$ cat src/rtl/tiny9_pkg.sv
package tiny9_pkg;
  localparam int WORD_W    = 9;
  localparam int ADDR_W    = 4;
  localparam int NUM_REGS  = 4;
  localparam int REG_IDX_W = $clog2(NUM_REGS);
  localparam int OP_W      = WORD_W - 2 * REG_IDX_W - REG_IDX_W;
  localparam logic [ADDR_W-1:0] IN_ADDR  = ADDR_W'(14);
  localparam logic [ADDR_W-1:0] OUT_ADDR = ADDR_W'(15);

  typedef enum logic [OP_W-1:0] {
    OP_SUB = 3'b000, OP_ADD = 3'b001, OP_LOAD = 3'b010, OP_STORE = 3'b011,
    OP_READ = 3'b100, OP_WRITE = 3'b101, OP_GOTO = 3'b110, OP_BRIF = 3'b111
  } opcode_e;

  typedef enum logic [1:0] {WR_ALU = 2'd0, WR_IN = 2'd1, WR_MEM = 2'd2} wrsrc_e;

  typedef struct packed {
    logic   irLoad;
    logic   regWe;
    wrsrc_e wrSrc;
    logic   pcInc;
    logic   pcLoad;
    logic   addrSel;
    logic   memWe;
    logic   outLoad;
  } ctrl_t;
endpackage

$ cat src/rtl/tiny9_datapath.sv
module tiny9_datapath
  import tiny9_pkg::*;
(
  input  logic              clk,
  input  logic              rst,
  input  ctrl_t             ctl,
  input  logic [WORD_W-1:0] memRdata,
  input  logic [WORD_W-1:0] inPort,
  output logic [ADDR_W-1:0] memAddr,
  output logic [WORD_W-1:0] memWdata,
  output opcode_e           opcode,
  output logic [ADDR_W-1:0] fieldAddr,
  output logic              regNonZero,
  output logic [WORD_W-1:0] outPort,
  output logic              outStrobe
);
  logic [ADDR_W-1:0]    pc;
  logic [WORD_W-1:0]    ir;
  logic [WORD_W-1:0]    regFile [NUM_REGS];
  logic [REG_IDX_W-1:0] dstIdx, srcAIdx, srcBIdx;
  logic [WORD_W-1:0]    regD, regA, regB, aluRes, wrData;

  assign opcode    = opcode_e'(ir[WORD_W-1 -: OP_W]);
  assign dstIdx    = ir[2*REG_IDX_W +: REG_IDX_W];
  assign srcAIdx   = ir[REG_IDX_W +: REG_IDX_W];
  assign srcBIdx   = ir[0 +: REG_IDX_W];
  assign fieldAddr = ir[ADDR_W-1:0];

  assign regD = regFile[dstIdx];
  assign regA = regFile[srcAIdx];
  assign regB = regFile[srcBIdx];
  assign regNonZero = |regD;

  assign aluRes = (opcode == OP_ADD) ? regA + regB : regA - regB;

  always_comb begin
    case (ctl.wrSrc)
      WR_IN:   wrData = inPort;
      WR_MEM:  wrData = memRdata;
      default: wrData = aluRes;
    endcase
  end

  assign memAddr  = ctl.addrSel ? fieldAddr : pc;
  assign memWdata = regD;

  always_ff @(posedge clk) begin
    if (rst) begin
      pc <= '0;
      ir <= '0;
    end else begin
      if (ctl.irLoad) ir <= memRdata;
      if (ctl.pcLoad)     pc <= fieldAddr;
      else if (ctl.pcInc) pc <= pc + 1'b1;
    end
  end

  always_ff @(posedge clk) begin
    for (int i = 0; i < NUM_REGS; i++) begin
      if (rst) regFile[i] <= '0;
      else if (ctl.regWe && dstIdx == REG_IDX_W'(i)) regFile[i] <= wrData;
    end
  end

  always_ff @(posedge clk) begin
    if (rst) begin
      outPort   <= '0;
      outStrobe <= 1'b0;
    end else begin
      outStrobe <= ctl.outLoad;
      if (ctl.outLoad) outPort <= regD;
    end
  end


  pc_step_chk: assert property (@(posedge clk) disable iff (rst)
    ctl.pcInc && !ctl.pcLoad |=> pc == $past(pc) + ADDR_W'(1));


  strobe_pulse_chk: assert property (@(posedge clk) disable iff (rst)
    outStrobe |=> !outStrobe);


  port_store_chk: assert property (@(posedge clk) disable iff (rst)
    ctl.memWe |-> memAddr != OUT_ADDR);
endmodule

$ cat src/rtl/tiny9_control.sv
module tiny9_control
  import tiny9_pkg::*;
(
  input  logic              clk,
  input  logic              rst,
  input  opcode_e           opcode,
  input  logic [ADDR_W-1:0] fieldAddr,
  input  logic              regNonZero,
  input  logic [WORD_W-1:0] memRdata,
  output ctrl_t             ctl,
  output logic              halted
);
  typedef enum logic [2:0] {S_FETCH, S_LATCH, S_EXEC, S_MEMRD, S_HALT} state_e;
  state_e state, stateNext;

  always_ff @(posedge clk) begin
    if (rst) state <= S_FETCH;
    else     state <= stateNext;
  end

  assign halted = (state == S_HALT);

  always_comb begin
    ctl       = '0;
    ctl.wrSrc = WR_ALU;
    stateNext = state;
    case (state)
      S_FETCH: stateNext = S_LATCH;
      S_LATCH: begin
        ctl.irLoad = 1'b1;
        stateNext  = (memRdata == '0) ? S_HALT : S_EXEC;
      end
      S_EXEC: begin
        stateNext = S_FETCH;
        case (opcode)
          OP_SUB, OP_ADD: begin
            ctl.regWe = 1'b1;
            ctl.pcInc = 1'b1;
          end
          OP_LOAD: begin
            ctl.addrSel = 1'b1;
            if (fieldAddr == IN_ADDR) begin
              ctl.regWe = 1'b1;
              ctl.wrSrc = WR_IN;
              ctl.pcInc = 1'b1;
            end else begin
              stateNext = S_MEMRD;
            end
          end
          OP_STORE: begin
            ctl.addrSel = 1'b1;
            ctl.pcInc   = 1'b1;
            if (fieldAddr == OUT_ADDR) ctl.outLoad = 1'b1;
            else                       ctl.memWe   = 1'b1;
          end
          OP_READ: begin
            ctl.regWe = 1'b1;
            ctl.wrSrc = WR_IN;
            ctl.pcInc = 1'b1;
          end
          OP_WRITE: begin
            ctl.outLoad = 1'b1;
            ctl.pcInc   = 1'b1;
          end
          OP_GOTO: ctl.pcLoad = 1'b1;
          OP_BRIF: begin
            if (regNonZero) ctl.pcLoad = 1'b1;
            else            ctl.pcInc  = 1'b1;
          end
          default: ctl.pcInc = 1'b1;
        endcase
      end
      S_MEMRD: begin
        ctl.regWe = 1'b1;
        ctl.wrSrc = WR_MEM;
        ctl.pcInc = 1'b1;
        stateNext = S_FETCH;
      end
      default: stateNext = S_HALT;
    endcase
  end


  halt_sticky_chk: assert property (@(posedge clk) disable iff (rst)
    halted |=> halted);


  halt_quiet_chk: assert property (@(posedge clk) disable iff (rst)
    halted |-> !ctl.memWe && !ctl.outLoad && !ctl.regWe);


  memrd_order_chk: assert property (@(posedge clk) disable iff (rst)
    state == S_MEMRD |-> $past(state) == S_EXEC);
endmodule

$ cat src/rtl/tiny9_cpu.sv
module tiny9_cpu
  import tiny9_pkg::*;
(
  input  logic              clk,
  input  logic              rst,
  output logic [ADDR_W-1:0] memAddr,
  output logic              memWe,
  output logic [WORD_W-1:0] memWdata,
  input  logic [WORD_W-1:0] memRdata,
  input  logic [WORD_W-1:0] inPort,
  output logic [WORD_W-1:0] outPort,
  output logic              outStrobe,
  output logic              halted
);
  ctrl_t             ctl;
  opcode_e           opcode;
  logic [ADDR_W-1:0] fieldAddr;
  logic              regNonZero;

  tiny9_control u_ctrl (
    .clk        (clk),
    .rst        (rst),
    .opcode     (opcode),
    .fieldAddr  (fieldAddr),
    .regNonZero (regNonZero),
    .memRdata   (memRdata),
    .ctl        (ctl),
    .halted     (halted)
  );

  tiny9_datapath u_dp (
    .clk        (clk),
    .rst        (rst),
    .ctl        (ctl),
    .memRdata   (memRdata),
    .inPort     (inPort),
    .memAddr    (memAddr),
    .memWdata   (memWdata),
    .opcode     (opcode),
    .fieldAddr  (fieldAddr),
    .regNonZero (regNonZero),
    .outPort    (outPort),
    .outStrobe  (outStrobe)
  );

  assign memWe = ctl.memWe;
endmodule

$ cat config.mk
export PLATFORM = sky130hd
export DESIGN_NAME = tiny9_cpu
export DESIGN_NICKNAME = d
export VERILOG_FILES = /design/src/rtl/tiny9_pkg.sv /design/src/rtl/tiny9_datapath.sv /design/src/rtl/tiny9_control.sv /design/src/rtl/tiny9_cpu.sv
export SDC_FILE = /design/constraint.sdc
export NUM_CORES = 1
export LEC_CHECK = 0
export ABC_AREA = 0
export CORE_MARGIN = 5
export CORE_UTILIZATION = 25
export DETAILED_ROUTE_END_ITERATION = 7
export PLACE_DENSITY_LB_ADDON = 0.12
export SYNTH_ARGS = -nofsm -noshare
export SYNTH_HDL_FRONTEND = slang
export SYNTH_SLANG_ARGS = --single-unit
$ cat constraint.sdc
create_clock -name clk -period 5.9 [get_ports clk]
set_input_delay 1.18 -clock clk [delete_from_list [all_inputs] [get_ports clk]]
set_output_delay 1.18 -clock clk [all_outputs]
set_load 0.005 [all_outputs]
==> results of run 1 <==
-- layout make-up --
| class | count | area (sq um) | share of cell area [%] |
|---|---|---|---|
| clock buffer | 9 | 225.2 | 4.471 |
| tap | 216 | 270.3 | 5.365 |
| multi-input combinational | 274 | 2232 | 44.31 |
| timing repair buffer | 46 | 455.4 | 9.041 |
| inverter | 11 | 41.29 | 0.8197 |
| sequential | 68 | 1722 | 34.18 |
| clock inverter | 7 | 91.34 | 1.813 |
-- flip-flops by register name (all words and copies together) (netlist names), named ones only --
register	flops
u_dp.pc	4
u_ctrl.state	3
u_dp.regFile	36
u_dp.outStrobe	1
u_dp.ir	9
u_dp.outPort	9
-- per-stage QoR --
| stage | area, sq um | util [%] | worst slack, ns | cells |
|---|---|---|---|---|
| 6_report | 5037 | 31.60 | 1.937 | 631 |
| 3_5_place_dp | 4721 | 29.61 | 1.949 | 615 |
| 3_3_place_gp | 4721 | 29.61 | 2.013 | 615 |
| 5_1_grt | 5037 | 31.60 | 1.670 | 631 |
| 2_1_floorplan | 4083 | - | 1.998 | 373 |
| 4_1_cts | 5037 | 31.60 | 1.909 | 631 |
-- worst max-delay path by stage --
stage	from	to	cells past startpoint
after global placement	flip-flop	u_dp.regFile[2][7]	13
after floorplan	flip-flop	u_dp.regFile[0][7]	13
final	flip-flop	u_dp.regFile[3][7]	13
after CTS	flip-flop	u_dp.regFile[3][7]	13
after detailed placement	flip-flop	u_dp.regFile[3][7]	13
after global routing	flip-flop	u_dp.regFile[2][7]	13
-- Yosys cell counts, types with 10 or more instances --
cell	n
dfxtp_1	32
nor2_1	76
a211oi_1	15
mux4_2	21
edfxtp_1	36
mux2i_1	16
nand2_1	14
a21oi_1	12
inv_1	11
ha_1	12
a21o_1	10
clkbuf_1	12
-- where the power goes --
part	switching, W	internal [W]	total (W)
logic	0.000223	0.000182	0.000405
registers	0.0000362	0.000524	0.000560
clock network	0.000217	0.000368	0.000585
-- cell families (layout without fill, tap and decap cells) --
logic type	count (synthesis)	in the layout	synth area share (%)
fa+ha+maj	13	13	4.168
compound gates	68	68	11.71
flops	68	68	42.17
buf+inv	31	73	3.279
xor+xnor	17	17	3.647
simple gates	128	128	14.28
mux	48	48	20.75
-- worst min-delay path: stages, from the launching register on --
cell	delay (ns)
dfxtp_1	0.32
mux2i_1	0.07
nor2_1	0.07
-- cell usage in the layout, fill, tap and decap left out, types with 2 or more instances in the layout --
cell             synthesis  final
clkbuf_16                0      9
nor3b_1                  3      2
xor2_1                   8      8
a21oi_1                 12     12
a21o_1                  10     10
nor2_1                  76     76
nand2b_1                 5      5
edfxtp_1                36     36
nor3_1                   9      9
a22oi_1                  4      4
and3_1                   2      2
a211oi_1                15     15
xnor2_1                  9      9
nand2_1                 14     14
mux4_2                  21     21
clkinvlp_4               0      3
mux2i_1                 16     16
nand3_1                  3      3
mux4_1                   6      6
o21ai_0                  8      7
a221oi_1                 8      8
dfxtp_1                 32     32
o31ai_1                  2      2
inv_1                   11     11
buf_4                    0      2
clkdlybuf4s50_1          0     44
or4_1                    2      2
ha_1                    12     12
mux2_2                   5      5
bufinv_16                0      2
-- routing by layer --
layer  up-vias  GRT usage (%)  share of wire, %  wire length, microns
met4         0          6.367               1.7                   213
met3        14          2.155               4.2                   526
met1      1597          18.05                45                  5733
met2        59          22.78                49                  6143
met5         -              0                 0                     0
li1       1491              -                 -                     -
==> flow_summary.yaml, run 1 <==
synthesis:
  syn_nets: 406
  ys_seq_area_share_pct: 42.17
  synth_largest_area_cell: "edfxtp_1"
  syn_area_per_cell_sq_um: 10.95
  yosys-top-cells-area: "edfxtp_1, dfxtp_1, mux4_2"
  synth-main-ff-cell: "edfxtp_1"
  yosysTopAreaCellShare_pct: 26.48
  ys_seq_elements: 68
  synth_area_sq_um: 4083
  synthCells: 373
  synth_edf_count: 36
  synth.distinct_cells: 54
  yosys_warnings: 0
  ys_async_sr_fraction_pct: 0
detailed_routing:
  drt-vias-per-instance: 5.010
  drtIter0Drc: 236
  wl_microns: 12620
  drc_errors: 0
  vias: 3161
  drtPass1Iterations: 4
  wl_per_cell_microns: 20.00
  postRouteAntennaNets: 0
critical_path:
  cpMaxStageDelayCell: "mux4_2"
  crit_required_ns: 5.94
  r2r-end: "u_dp.regFile[3][7]"
  slowest_delay_ns: 0.57
  r2r_cells: 13
  worstPathCellList: "buf_4 -> mux4_2 -> inv_1 -> ha_1 -> or3b_2 -> nor3_1 -> nor2_1 -> xor2_1 -> ha_1 -> and3_1 -> a221oi_1 -> xor2_1 -> a211oi_1"
  path_class: "flip-flop to flip-flop"
  critPathTopFamily: "simple AND/OR/NAND/NOR gates"
  cp-start-kind: "flip-flop"
  r2r_slack_ns: 1.94
  worst_setup_path_end_kind: "flip-flop"
  cp.buffers_inverters: 2
  crit_arrival_ns: 4.00
  critical_path_peak_fanout: 9
finish:
  fillers: 1634
  area_growth_pct: 23.38
  nNetsFinal: 443
  layout-drive-gt1-share_pct: 12.05
  num_antenna_cells: 0
die:
  die_w_microns: 137.8
  rows: 46
  dieArea_sq_um: 18990
  initial_utilization_pct: 25.61
  core_sq_um: 15940
  ioPinCount: 45
  dieHeight_microns: 137.8
flow_run:
  timing.max_cap.violations: 0
timing:
  relSlewSlack_pct: 21.04
  report.final.slew_viol_count: 0
  worstMarginPinSlew_ns: 1.176
  rsz0062_at_grt: "false"
  hold_violations: 0
  setup-violations-final: 0
  finalSetupTns_ns: 0
  fin_crit_ns: 3.963
  skew_ns: 0.008077
  min_period_over_period_pct: 67.16
  clock.fmax_ghz: 0.2524
  whs_ns: 0.4933
clock_network:
  clock_latency_ns: 0.34
  cts_sinks: 68
  clock-root-buffer: "clkbuf_16"
  cts_buffers: 9
  post_cts_resized: 0
  cts_tree: "yes"
  hold_buffers: 0
  cts_setup_buffers: 0
  clk_pin_slew_ns: 0.06
  htreeDepth: 3
  clockBufferDepth: 2
placement:
  dp_hpwl_microns: 9269
  gp_congestion: 0.8360
  place.port_buffers: 44
worst_hold_path:
  holdPathStages: 2
  whs_endpoint: "u_dp.outPort[4]"
  holdCritPathClass: "flip-flop to flip-flop"
  min-delay-start: "u_dp.outPort[4]"
run_status:
  status: "completed"
power:
  p_leak_nw: 1.875
  power_w: 0.001550
  powerDensity_nw_per_um2: 307.7
  peakVddDrop_uv: 157.8
global_route:
  grt_max_degree: 33
  gr-usage-all-layers_pct: 13.90
  antenna_found_initial: 0
  grt_pass1_vias: 3087
  grt_pass1_wl_microns: 19030
  overflow: 0
No activity file was read; power rests on OpenSTA's default activity.
==> run 2: changes to the inputs <==
==> constraint.sdc (replaced) <==
create_clock -name clk -period 4.1 [get_ports clk]
set_input_delay 0.82 -clock clk [delete_from_list [all_inputs] [get_ports clk]]
set_output_delay 0.82 -clock clk [all_outputs]
set_load 0.005 [all_outputs]
==> flow_summary.yaml, run 2 (same netlist as run 1, synthesis figures left out) <==
timing:
  report.final.slew_viol_count: 0
  clock.fmax_ghz: 0.2633
  setup-violations-final: 0
  fin_crit_ns: 3.798
  rsz0062_at_grt: "false"
  relSlewSlack_pct: 22.63
  skew_ns: 0.008883
  finalSetupTns_ns: 0
  worstMarginPinSlew_ns: 1.153
  hold_violations: 0
  min_period_over_period_pct: 92.63
global_route:
  use_met2_pct: 21.50
  grt_max_degree: 33
  gr-usage-all-layers_pct: 13.19
  overflow: 0
  busiest_layer: "met2"
  antenna_found_initial: 0
  grtUsageMet3_pct: 2.520
  grt_pass1_wl_microns: 18440
  met1_usage_pct: 16.95
  grt_pass1_vias: 3184
clock_network:
  clk_pin_slew_ns: 0.06
  cts_buffers: 9
  cts_tree: "yes"
  hold_buffers: 0
  cts_setup_buffers: 0
  clockBufferDepth: 2
  htreeDepth: 3
  clock_latency_ns: 0.34
  post_cts_resized: 0
  clock-root-buffer: "clkbuf_16"
  cts_sinks: 68
detailed_routing:
  vias: 3137
  drt-vias-per-instance: 4.932
  wl_per_cell_microns: 18.69
  wl_microns: 11890
  drtPass1Iterations: 4
  drc_errors: 0
  postRouteAntennaNets: 0
  drtIter0Drc: 202
power:
  powerDensity_nw_per_um2: 426.8
  peakVddDrop_uv: 197.5
  p_leak_nw: 1.899
run_status:
  status: "completed"
finish:
  num_antenna_cells: 0
  final-instance-count-excl-fill: 636
  top_register: "u_dp.regFile"
  largest_reg_flops: 36
  area_growth_pct: 23.57
  reg.largest.list: "u_dp.regFile (36), u_dp.ir (9), u_dp.outPort (9)"
  layout_commonest_cell: "nor2_1"
  final_cell_mix: "nor2_1, clkdlybuf4s50_1, edfxtp_1"
  layout-drive-gt1-share_pct: 12.38
  nNetsFinal: 448
critical_path:
  cp-start-kind: "flip-flop"
  crit_required_ns: 4.14
  path_class: "flip-flop to flip-flop"
  critical_path_peak_fanout: 7
  worst_setup_path_end_kind: "flip-flop"
  crit_arrival_ns: 3.84
placement:
  place_inst: 620
  gp_congestion: 0.8490
  place.port_buffers: 44
  dp_hpwl_microns: 9240
die:
  dieArea_sq_um: 18990
  die_w_microns: 137.8
  initial_utilization_pct: 25.61
  ioPinCount: 45
  core_sq_um: 15940
  dieHeight_microns: 137.8
  rows: 46
flow_run:
  timing.max_cap.violations: 0
worst_hold_path:
  holdCritPathClass: "flip-flop to flip-flop"
## run 2: report_power, final
group / switching, W / internal, W
combinational: 0.000337 / 0.000271
clock: 0.000278 / 0.000466
sequential: 0.0000477 / 0.000755
## run 2: worst max-delay path, stage by stage (launching register included)
cell      delay [ns]
dfxtp_1         0.38
buf_4           0.22
mux4_2          0.56
or3b_2          0.50
nor3_1          0.25
nor2_1          0.09
xor2_1          0.16
ha_1            0.35
and3_1          0.20
a221oi_1        0.30
xor2_1          0.35
a211oi_1        0.13
## run 2: final timing paths
kind	start	endpoint	slack, ns	depth (start not counted)
max	flip-flop	u_dp.regFile[1][7]	0.30	11
min reg2reg	u_dp.outPort[4]	u_dp.outPort[4]	0.49	2
max reg2reg	flip-flop	u_dp.regFile[1][7]	0.30	11
min	u_dp.outPort[4]	u_dp.outPort[4]	0.49	2
## run 2: cell type report
class                           count  area (sq um)
Clock buffer                       12         236.5
Clock inverter                      4         42.54
Fill cell                        1659         10900
Inverter                           11         41.29
Multi-Input combinational cell    274          2240
Sequential cell                    68          1722
Tap cell                          216         270.3
Timing Repair Buffer               51         493.0
## run 2: through the flow
stage          hold WS, ns  total power [W]  cell area (sq um)  util (%)  worst slack, ns
3_3_place_gp        0.4759         0.001424               4758     29.85           0.3237
5_1_grt             0.5345         0.002269               5045     31.64          0.04658
2_1_floorplan       0.4817         0.001211               4083         -           0.1976
4_1_cts             0.4982         0.002168               5037     31.60           0.2641
3_5_place_dp        0.4857         0.001416               4758     29.85           0.2965
6_report            0.4910         0.002153               5045     31.64           0.3023
## run 2: routing by layer
metal / vias to the layer above / wire length [microns]
li1: 1504 / -
met1: 1557 / 5450
met2: 62 / 5643
met3: 14 / 514
met4: 0 / 277
met5: - / 0
